## config.mk

```make
export PLATFORM = sky130hd
export DESIGN_NAME = keypadCtrl
export DESIGN_NICKNAME = d
export VERILOG_FILES = /design/src/rtl/kpdPkg.sv /design/src/rtl/kpdScanPath.sv /design/src/rtl/kpdEventCtl.sv /design/src/rtl/keypadCtrl.sv
export SDC_FILE = /design/constraint.sdc
export NUM_CORES = 1
export LEC_CHECK = 0
export ABC_AREA = 1
export BUFFER_PORTS_ARGS = -buffer_cell sky130_fd_sc_hd__buf_4
export CORE_UTILIZATION = 60
export CTS_CLUSTER_DIAMETER = 200
export DETAILED_ROUTE_END_ITERATION = 12
export GPL_TIMING_DRIVEN = 1
export PLACE_DENSITY_LB_ADDON = 0.2
export SETUP_SLACK_MARGIN = 0.5
export SLEW_MARGIN = 20
export SYNTH_ARGS = -nofsm -noshare
export SYNTH_HDL_FRONTEND = slang
export SYNTH_SLANG_ARGS = --single-unit
export TNS_END_PERCENT = 5
```

## constraint.sdc

```tcl
create_clock -name clk -period 3.8 [get_ports clk]
set_input_delay 0.38 -clock clk [delete_from_list [all_inputs] [get_ports clk]]
set_output_delay 0.38 -clock clk [all_outputs]
set_load 0.02 [all_outputs]
```

## src/rtl/kpdPkg.sv

```systemverilog
package kpdPkg;

  typedef struct packed {
    logic        scanEn;
    logic        modeLong;
    logic        modeRepeat;
    logic        modeIdle;
    logic        pressOnly;
    logic [11:0] holdLimit;
    logic [15:0] idleLimit;
    logic [5:0]  debLimit;
  } scanCfgT;

  // bit 0 key change, bit 1 hold, bit 2 idle
  typedef struct packed {
    logic idleEv;
    logic holdEv;
    logic keyEv;
  } eventT;

  localparam logic [3:0] ADDR_CTRL    = 4'd0;
  localparam logic [3:0] ADDR_HOLD    = 4'd1;
  localparam logic [3:0] ADDR_IDLE    = 4'd2;
  localparam logic [3:0] ADDR_DEB     = 4'd3;
  localparam logic [3:0] ADDR_STAT    = 4'd4;
  localparam logic [3:0] ADDR_EN_SET  = 4'd5;
  localparam logic [3:0] ADDR_EN_CLR  = 4'd6;
  localparam logic [3:0] ADDR_WAKE    = 4'd7;
  localparam logic [3:0] ADDR_CODE_LO = 4'd8;
  localparam logic [3:0] ADDR_CODE_HI = 4'd9;

endpackage

```

## src/rtl/kpdScanPath.sv

```systemverilog
module kpdScanPath
  import kpdPkg::*;
#(
  parameter int ROWS     = 8,
  parameter int COLS     = 8,
  parameter int TICK_DIV = 4
) (
  input  logic                 clk,
  input  logic                 rst,
  input  scanCfgT              cfg,
  input  logic [COLS-1:0]      colSense,
  output logic [ROWS-1:0]      rowDrive,
  output logic [ROWS*COLS-1:0] keyMap,
  output eventT                events,
  output logic                 frameEnd
);
  localparam int KEYS = ROWS * COLS;
  localparam int RW   = (ROWS > 1) ? $clog2(ROWS) : 1;
  localparam int TW   = $clog2(TICK_DIV);

  logic [TW-1:0]   tickCnt;
  logic [RW-1:0]   rowIdx;
  logic [COLS-1:0] colMeta, colSync;
  logic [KEYS-1:0] frameAcc, prevFrame, frameNow;
  logic [5:0]      stableCnt, stableNext;
  logic [11:0]     holdCnt, holdNext, holdInc;
  logic [15:0]     idleCnt, idleNext;
  logic            scanTick, lastRow, mapUpdate, holdFire, idleFire, held;

  // one row low at a time while scanning
  for (genvar r = 0; r < ROWS; r++) begin : g_row
    assign rowDrive[r] = !(cfg.scanEn && rowIdx == RW'(r));
  end

  assign scanTick = cfg.scanEn && (tickCnt == TW'(TICK_DIV - 1));
  assign lastRow  = (rowIdx == RW'(ROWS - 1));
  assign frameEnd = scanTick && lastRow;
  assign held     = |keyMap;

  always_comb begin
    frameNow = frameAcc;
    for (int r = 0; r < ROWS; r++)
      if (rowIdx == RW'(r)) frameNow[r*COLS +: COLS] = ~colSync;
  end

  always_comb begin
    if (frameNow == prevFrame)
      stableNext = (stableCnt == 6'h3F) ? stableCnt : stableCnt + 6'd1;
    else
      stableNext = '0;
    mapUpdate = (stableNext >= cfg.debLimit) && (frameNow != keyMap);
  end

  always_comb begin
    idleNext = (idleCnt == 16'hFFFF) ? idleCnt : idleCnt + 16'd1;
    idleFire = cfg.modeIdle && (cfg.idleLimit != '0) &&
               (idleNext == cfg.idleLimit) && (idleCnt != cfg.idleLimit);
  end

  always_comb begin
    holdInc  = (holdCnt == 12'hFFF) ? holdCnt : holdCnt + 12'd1;
    holdNext = holdInc;
    holdFire = 1'b0;
    if (!held || cfg.holdLimit == '0) begin
      holdNext = '0;
    end else if (cfg.modeLong) begin
      holdNext = (holdCnt >= cfg.holdLimit) ? holdCnt : holdInc;
      holdFire = (holdCnt < cfg.holdLimit) && (holdInc == cfg.holdLimit);
    end else if (cfg.modeRepeat) begin
      if (holdInc >= cfg.holdLimit) begin
        holdNext = '0;
        holdFire = 1'b1;
      end
    end
  end

  always_ff @(posedge clk) begin
    if (rst || !cfg.scanEn) begin
      tickCnt   <= '0;
      rowIdx    <= '0;
      colMeta   <= '1;
      colSync   <= '1;
      frameAcc  <= '0;
      prevFrame <= '0;
      stableCnt <= '0;
      keyMap    <= '0;
      holdCnt   <= '0;
      idleCnt   <= '0;
      events    <= '0;
    end else begin
      colMeta <= colSense;
      colSync <= colMeta;
      events  <= '0;
      if (scanTick) begin
        tickCnt  <= '0;
        rowIdx   <= lastRow ? '0 : rowIdx + 1'b1;
        frameAcc <= frameNow;
      end else begin
        tickCnt <= tickCnt + 1'b1;
      end
      if (frameEnd) begin
        prevFrame <= frameNow;
        stableCnt <= stableNext;
        if (mapUpdate) begin
          keyMap       <= frameNow;
          holdCnt      <= '0;
          idleCnt      <= '0;
          events.keyEv <= !cfg.pressOnly || (|(frameNow & ~keyMap));
        end else begin
          holdCnt       <= holdNext;
          idleCnt       <= idleNext;
          events.holdEv <= holdFire;
          events.idleEv <= idleFire;
        end
      end
    end
  end

endmodule

```

## src/rtl/kpdEventCtl.sv

```systemverilog
module kpdEventCtl
  import kpdPkg::*;
#(
  parameter int KEYS = 64
) (
  input  logic            clk,
  input  logic            rst,
  input  logic            regWrEn,
  input  logic [3:0]      regAddr,
  input  logic [15:0]     regWrData,
  output logic [31:0]     regRdData,
  input  eventT           events,
  input  logic [KEYS-1:0] keyMap,
  output scanCfgT         cfg,
  output logic [3:0]      statusBits,
  output logic            pendValid,
  output logic [2:0]      irqEn,
  output logic            irq,
  output logic            wake
);
  logic [3:0]  modeBits;
  logic [2:0]  wakeEn, pendMask;
  logic [2:0]  slotNext, pendMaskNext, evMask;
  logic        pendNext, missNext;
  logic [3:0]  clrMask;
  logic [63:0] fullCode;

  assign cfg.modeLong   = modeBits[0];
  assign cfg.modeRepeat = modeBits[1];
  assign cfg.modeIdle   = modeBits[2];
  assign cfg.pressOnly  = modeBits[3];
  assign evMask         = events;

  always_ff @(posedge clk) begin
    if (rst) begin
      cfg.scanEn    <= 1'b0;
      modeBits      <= '0;
      cfg.holdLimit <= '0;
      cfg.idleLimit <= '0;
      cfg.debLimit  <= '0;
      irqEn         <= '0;
      wakeEn        <= '0;
    end else if (regWrEn) begin
      case (regAddr)
        ADDR_CTRL:   {modeBits, cfg.scanEn} <= regWrData[4:0];
        ADDR_HOLD:   cfg.holdLimit <= regWrData[11:0];
        ADDR_IDLE:   cfg.idleLimit <= regWrData;
        ADDR_DEB:    cfg.debLimit  <= regWrData[5:0];
        ADDR_EN_SET: irqEn  <= irqEn | regWrData[2:0];
        ADDR_EN_CLR: irqEn  <= irqEn & ~regWrData[2:0];
        ADDR_WAKE:   wakeEn <= regWrData[2:0];
        default: ;
      endcase
    end
  end

  // clear, promote the pending slot, then place the new event
  always_comb begin
    clrMask      = (regWrEn && regAddr == ADDR_STAT) ? regWrData[3:0] : 4'd0;
    slotNext     = statusBits[2:0] & ~clrMask[2:0];
    missNext     = statusBits[3] & ~clrMask[3];
    pendNext     = pendValid;
    pendMaskNext = pendMask;
    if (slotNext == '0 && pendNext) begin
      slotNext = pendMask;
      pendNext = 1'b0;
    end
    if (evMask != '0) begin
      if (slotNext == '0) begin
        slotNext = evMask;
      end else if (!pendNext) begin
        pendNext     = 1'b1;
        pendMaskNext = evMask;
      end else begin
        missNext = 1'b1;
      end
    end
  end

  always_ff @(posedge clk) begin
    if (rst) begin
      statusBits <= '0;
      pendValid  <= 1'b0;
      pendMask   <= '0;
    end else begin
      statusBits <= {missNext, slotNext};
      pendValid  <= pendNext;
      pendMask   <= pendMaskNext;
    end
  end

  assign irq  = |(statusBits[2:0] & irqEn);
  assign wake = |(statusBits[2:0] & wakeEn);

  always_comb begin
    fullCode             = '0;
    fullCode[KEYS-1:0]   = keyMap;
    case (regAddr)
      ADDR_CTRL:    regRdData = {27'd0, modeBits, cfg.scanEn};
      ADDR_HOLD:    regRdData = {20'd0, cfg.holdLimit};
      ADDR_IDLE:    regRdData = {16'd0, cfg.idleLimit};
      ADDR_DEB:     regRdData = {26'd0, cfg.debLimit};
      ADDR_STAT:    regRdData = {28'd0, statusBits};
      ADDR_EN_SET:  regRdData = {29'd0, irqEn};
      ADDR_EN_CLR:  regRdData = {29'd0, irqEn};
      ADDR_WAKE:    regRdData = {29'd0, wakeEn};
      ADDR_CODE_LO: regRdData = fullCode[31:0];
      ADDR_CODE_HI: regRdData = fullCode[63:32];
      default:      regRdData = '0;
    endcase
  end

endmodule

```

## src/rtl/keypadCtrl.sv

```systemverilog
module keypadCtrl
  import kpdPkg::*;
#(
  parameter int ROWS     = 8,
  parameter int COLS     = 8,
  parameter int TICK_DIV = 4
) (
  input  logic            clk,
  input  logic            rst,
  input  logic            regWrEn,
  input  logic [3:0]      regAddr,
  input  logic [15:0]     regWrData,
  output logic [31:0]     regRdData,
  input  logic [COLS-1:0] colSense,
  output logic [ROWS-1:0] rowDrive,
  output logic            irq,
  output logic            wake
);
  localparam int KEYS = ROWS * COLS;

  scanCfgT         cfg;
  eventT           events;
  logic [KEYS-1:0] keyMap;
  logic            frameEnd;
  logic [3:0]      statusBits;
  logic            pendValid;
  logic [2:0]      irqEn;

  kpdScanPath #(.ROWS(ROWS), .COLS(COLS), .TICK_DIV(TICK_DIV)) i_scan (
    .clk(clk), .rst(rst), .cfg(cfg), .colSense(colSense),
    .rowDrive(rowDrive), .keyMap(keyMap), .events(events), .frameEnd(frameEnd)
  );

  kpdEventCtl #(.KEYS(KEYS)) i_evt (
    .clk(clk), .rst(rst), .regWrEn(regWrEn), .regAddr(regAddr),
    .regWrData(regWrData), .regRdData(regRdData), .events(events),
    .keyMap(keyMap), .cfg(cfg), .statusBits(statusBits),
    .pendValid(pendValid), .irqEn(irqEn), .irq(irq), .wake(wake)
  );

endmodule

```

==> impl_results.md <==
* Core area at 0.02710 mm²
* Crit. Startpoint: i_scan.rowIdx[1]
* Die H at 168.6 µm
* Final setup fails at 0
* PwrDens at 348.5 mW/mm²
* Share of layout cells above drive strength 1 at 14.42%
* Setup TNS at 0 ns
* CP Class: flop to flop
* Seq pwr share at 46.7%
* Die area at 0.02843 mm²
* Status: completed
* Syn_nets at 2506
* WL/cell at 17.94 µm
* GRT Residual Overflow at 0
* Critical R2R Launch: i_scan.rowIdx[1]
* Htree depth at 2
* CP Capture Type: flop
* VDD IR max at 0.3503 mV
* Non-filler cells, final at 2875
* I/O pin cnt at 73
* Cells on worst reg2reg path at 23
* Final antenna-violating net count at 0
* Seq/Total Area, Yosys at 36.42%
* Vias at 16664
* Ys async rst share at 0%
* Startpoint types: flop
* Number of library cell types mapped by synthesis at 48
* Largest net degree at the start of global routing at 100
* CTS tree: built
* Hold path start: colSense[0]
* Ranking of synthesized cells by area: dfxtp_1, nand2_1, a21oi_1
* Area occupied by multi-input gates at 0.009374 mm²
* CP Max Fanout at 17
* Leakage at 8.342 nW
* DRC at 0
* Period Utilization, post-route at 99.96%
* Hold path cells at 2
* Comb power frac at 2.6%
* Synth Area per Inst at 7.024 µm²
* Worst Hold Class: input pin to flop
* Peak Freq at 263.3 MHz
* Yosys warns at 0
* Gpl congestion at 0.9739
* Maxcap violations at 0
* P_sw at 1.489 mW
* Die X at 168.6 µm
* Vias in the first global route at 16037
* Worst path required time at 4.15 ns
* Cts bufs inserted at 35
* Row cnt at 60
* Crit path DAT at 4.15 ns
* Cell area after layout at 0.01964 mm²
* Hpwl dp at 34.86 mm
* Drt initial violations at 1524
* Synthesis-to-finish area growth at 17.94%
* Slew @ Worst Pin at 1.085 ns
* Clk_skew at 0.01615 ns
* Vias per cell at 5.796
* Antenna violations before repair at 1
* First-pass GRT wire length at 80.24 mm
* Port bufs at 72
* Setup WS post-layout at 0.001585 ns
* Clk pwr share at 50.7%
* Min Tclk post-route at 3.798 ns
* Placement Setup Slack at -0.3121 ns
* Clock tree buffer depth at 3
* Final #Nets at 2613
* CTS sink count at 303
* Overall Global Routing Usage at 35.38%
* Hold Violations, Final at 0
* Post-synth EDFFs at 0
* Clock Pin Slew Worst Setup and Hold Paths at 0.06 ns
* Placed insts at 2799
* Relative slew slack at 27.69%
* Top cell type's share of synthesized area at 36.42%
* Pre-antenna DRT Iters at 7
* Most common cell in the netlist: nand2_1
* RSZ-0062 raised after global routing: yes
* Max Slew Vio Count at 0
* Post-synth top area cell: dfxtp_1
* Synth cell count leaders: nand2_1, dfxtp_1, a21oi_1, inv_1, o21ai_0
* Post-Route WL at 51.59 mm
* Seq cells post-synth at 303
* Mapped Area at 0.01665 mm²
* Hold WS at 0.04566 ns
* Root buf cell: clkbuf_16
* Placed inst area at 0.01795 mm²
* Internal at 5.357 mW
* Switching share of power at 21.75%
* Sequential cell area at 0.006072 mm²
* Mapped Cells at 2371
* Initial core utilization at 61.45%
* Top FF cell, synth: dfxtp_1
* Filler instances at 2170
* Clk Latency, worst-skew pair at 0.52 ns
* Antenna diodes at 0
* Hold-fix buffer count after cts at 0
timing repair:
item,CTS,global route
endpoints found under the setup margin,95,95
buffers inserted,6,3
pin swaps,18,21
cloned,3,2
resized for setup,51,73
path summary, 6_finish.rpt:
path	end	slack, ns
hold / removal	i_scan.colMeta[0]	0.05
setup / recovery	i_scan.holdCnt[7]	0.002
setup reg to reg	i_scan.holdCnt[7]	0.002
hold reg to reg	i_scan.colSync[7]	0.41
cell type report:
type | instances | area share (%)
Clock inverter | 15 | 0.9109
Inverter | 282 | 5.478
Timing Repair inverter | 1 | 0.03822
Multi-Input combinational cell | 1678 | 47.73
Clock buffer | 47 | 5.058
Sequential cell | 303 | 30.91
Tap cell | 372 | 2.370
Timing Repair Buffer | 177 | 7.504
critical path, stage by stage, from the launching register on:
cell	delay, ns
dfxtp_4	0.36
buf_4	0.15
inv_4	0.08
ha_4	0.19
nand2_4	0.16
o21ai_1	0.29
xor2_1	0.14
nor2_1	0.13
nand2_1	0.08
nor2_1	0.16
nand2_2	0.08
nor2_4	0.22
nand3_4	0.12
ha_4	0.28
o21ai_1	0.07
a21oi_1	0.19
nor2_2	0.07
nor2_4	0.22
nor2_2	0.10
a21oi_4	0.18
buf_12	0.16
nand2_1	0.05
o21ai_0	0.06
nor2_1	0.07
cells by family (layout without fill, tap and decap cells):
logic type / after synthesis / after routing / synth area share [%]
AND/OR/NAND/NOR: 913 / 914 / 23.05
AO/OA/AOI/OAI: 581 / 581 / 19.20
buffers and inverters: 391 / 522 / 9.354
flip-flops: 303 / 303 / 36.42
adder cells (fa/ha/maj): 104 / 104 / 7.814
XOR/XNOR: 79 / 79 / 4.155
per-layer routing:
layer | track usage (%) | part of all wire [%] | vias to the layer above | wire length [µm]
li1 | - | - | 8004 | -
met1 | 42.49 | 40 | 7734 | 20590
met2 | 60.49 | 47 | 734 | 24160
met3 | 5.261 | 7.6 | 190 | 3915
met4 | 20.28 | 5.6 | 2 | 2912
met5 | 0 | 0.025 | - | 13
power groups by stage:
stage | combinational, mW | sequential (mW) | clock, mW
floorplan | 0.0983 | 3.26 | 0
CTS | 0.170 | 3.20 | 3.49
detailed placement | 0.167 | 3.27 | 0
global placement | 0.165 | 3.27 | 0
finish | 0.178 | 3.20 | 3.47
global route | 0.195 | 3.20 | 3.61
sequential cells by signal, summed over array words and instances (netlist names), 4 cells and up, named ones only:
name,cells
i_evt.modeBits,4
i_scan.idleCnt,16
i_scan.stableCnt,6
i_scan.colMeta,8
i_scan.prevFrame,64
i_scan.frameAcc,64
i_evt.cfg,35
i_scan.holdCnt,12
i_scan.keyMap,64
i_scan.colSync,8
i_evt.statusBits,4
cell usage in the layout, fill, tap and decap left out, types with 10 or more instances in the layout:
| cell type | n |
|---|---|
| a21oi_1 | 287 |
| buf_4 | 165 |
| clkbuf_16 | 39 |
| clkinv_2 | 10 |
| dfxtp_1 | 300 |
| ha_1 | 95 |
| inv_1 | 268 |
| nand2_1 | 568 |
| nand2_2 | 18 |
| nand3_1 | 46 |
| nand4_1 | 43 |
| nor2_1 | 150 |
| nor3_1 | 10 |
| nor4_1 | 22 |
| o211ai_1 | 10 |
| o21ai_0 | 126 |
| o21ai_1 | 55 |
| o21ai_2 | 24 |
| o22ai_1 | 32 |
| or2_2 | 18 |
| xnor2_1 | 21 |
| xor2_1 | 57 |
metrics by stage:
step / power, mW / utilization (%)
floorplan: 3.362 / -
global placement: 3.433 / 66.24
detailed placement: 3.434 / 66.24
CTS: 6.853 / 71.68
global route: 7.004 / 72.47
finish: 6.845 / 72.47
(Power assumes the default switching activity.)
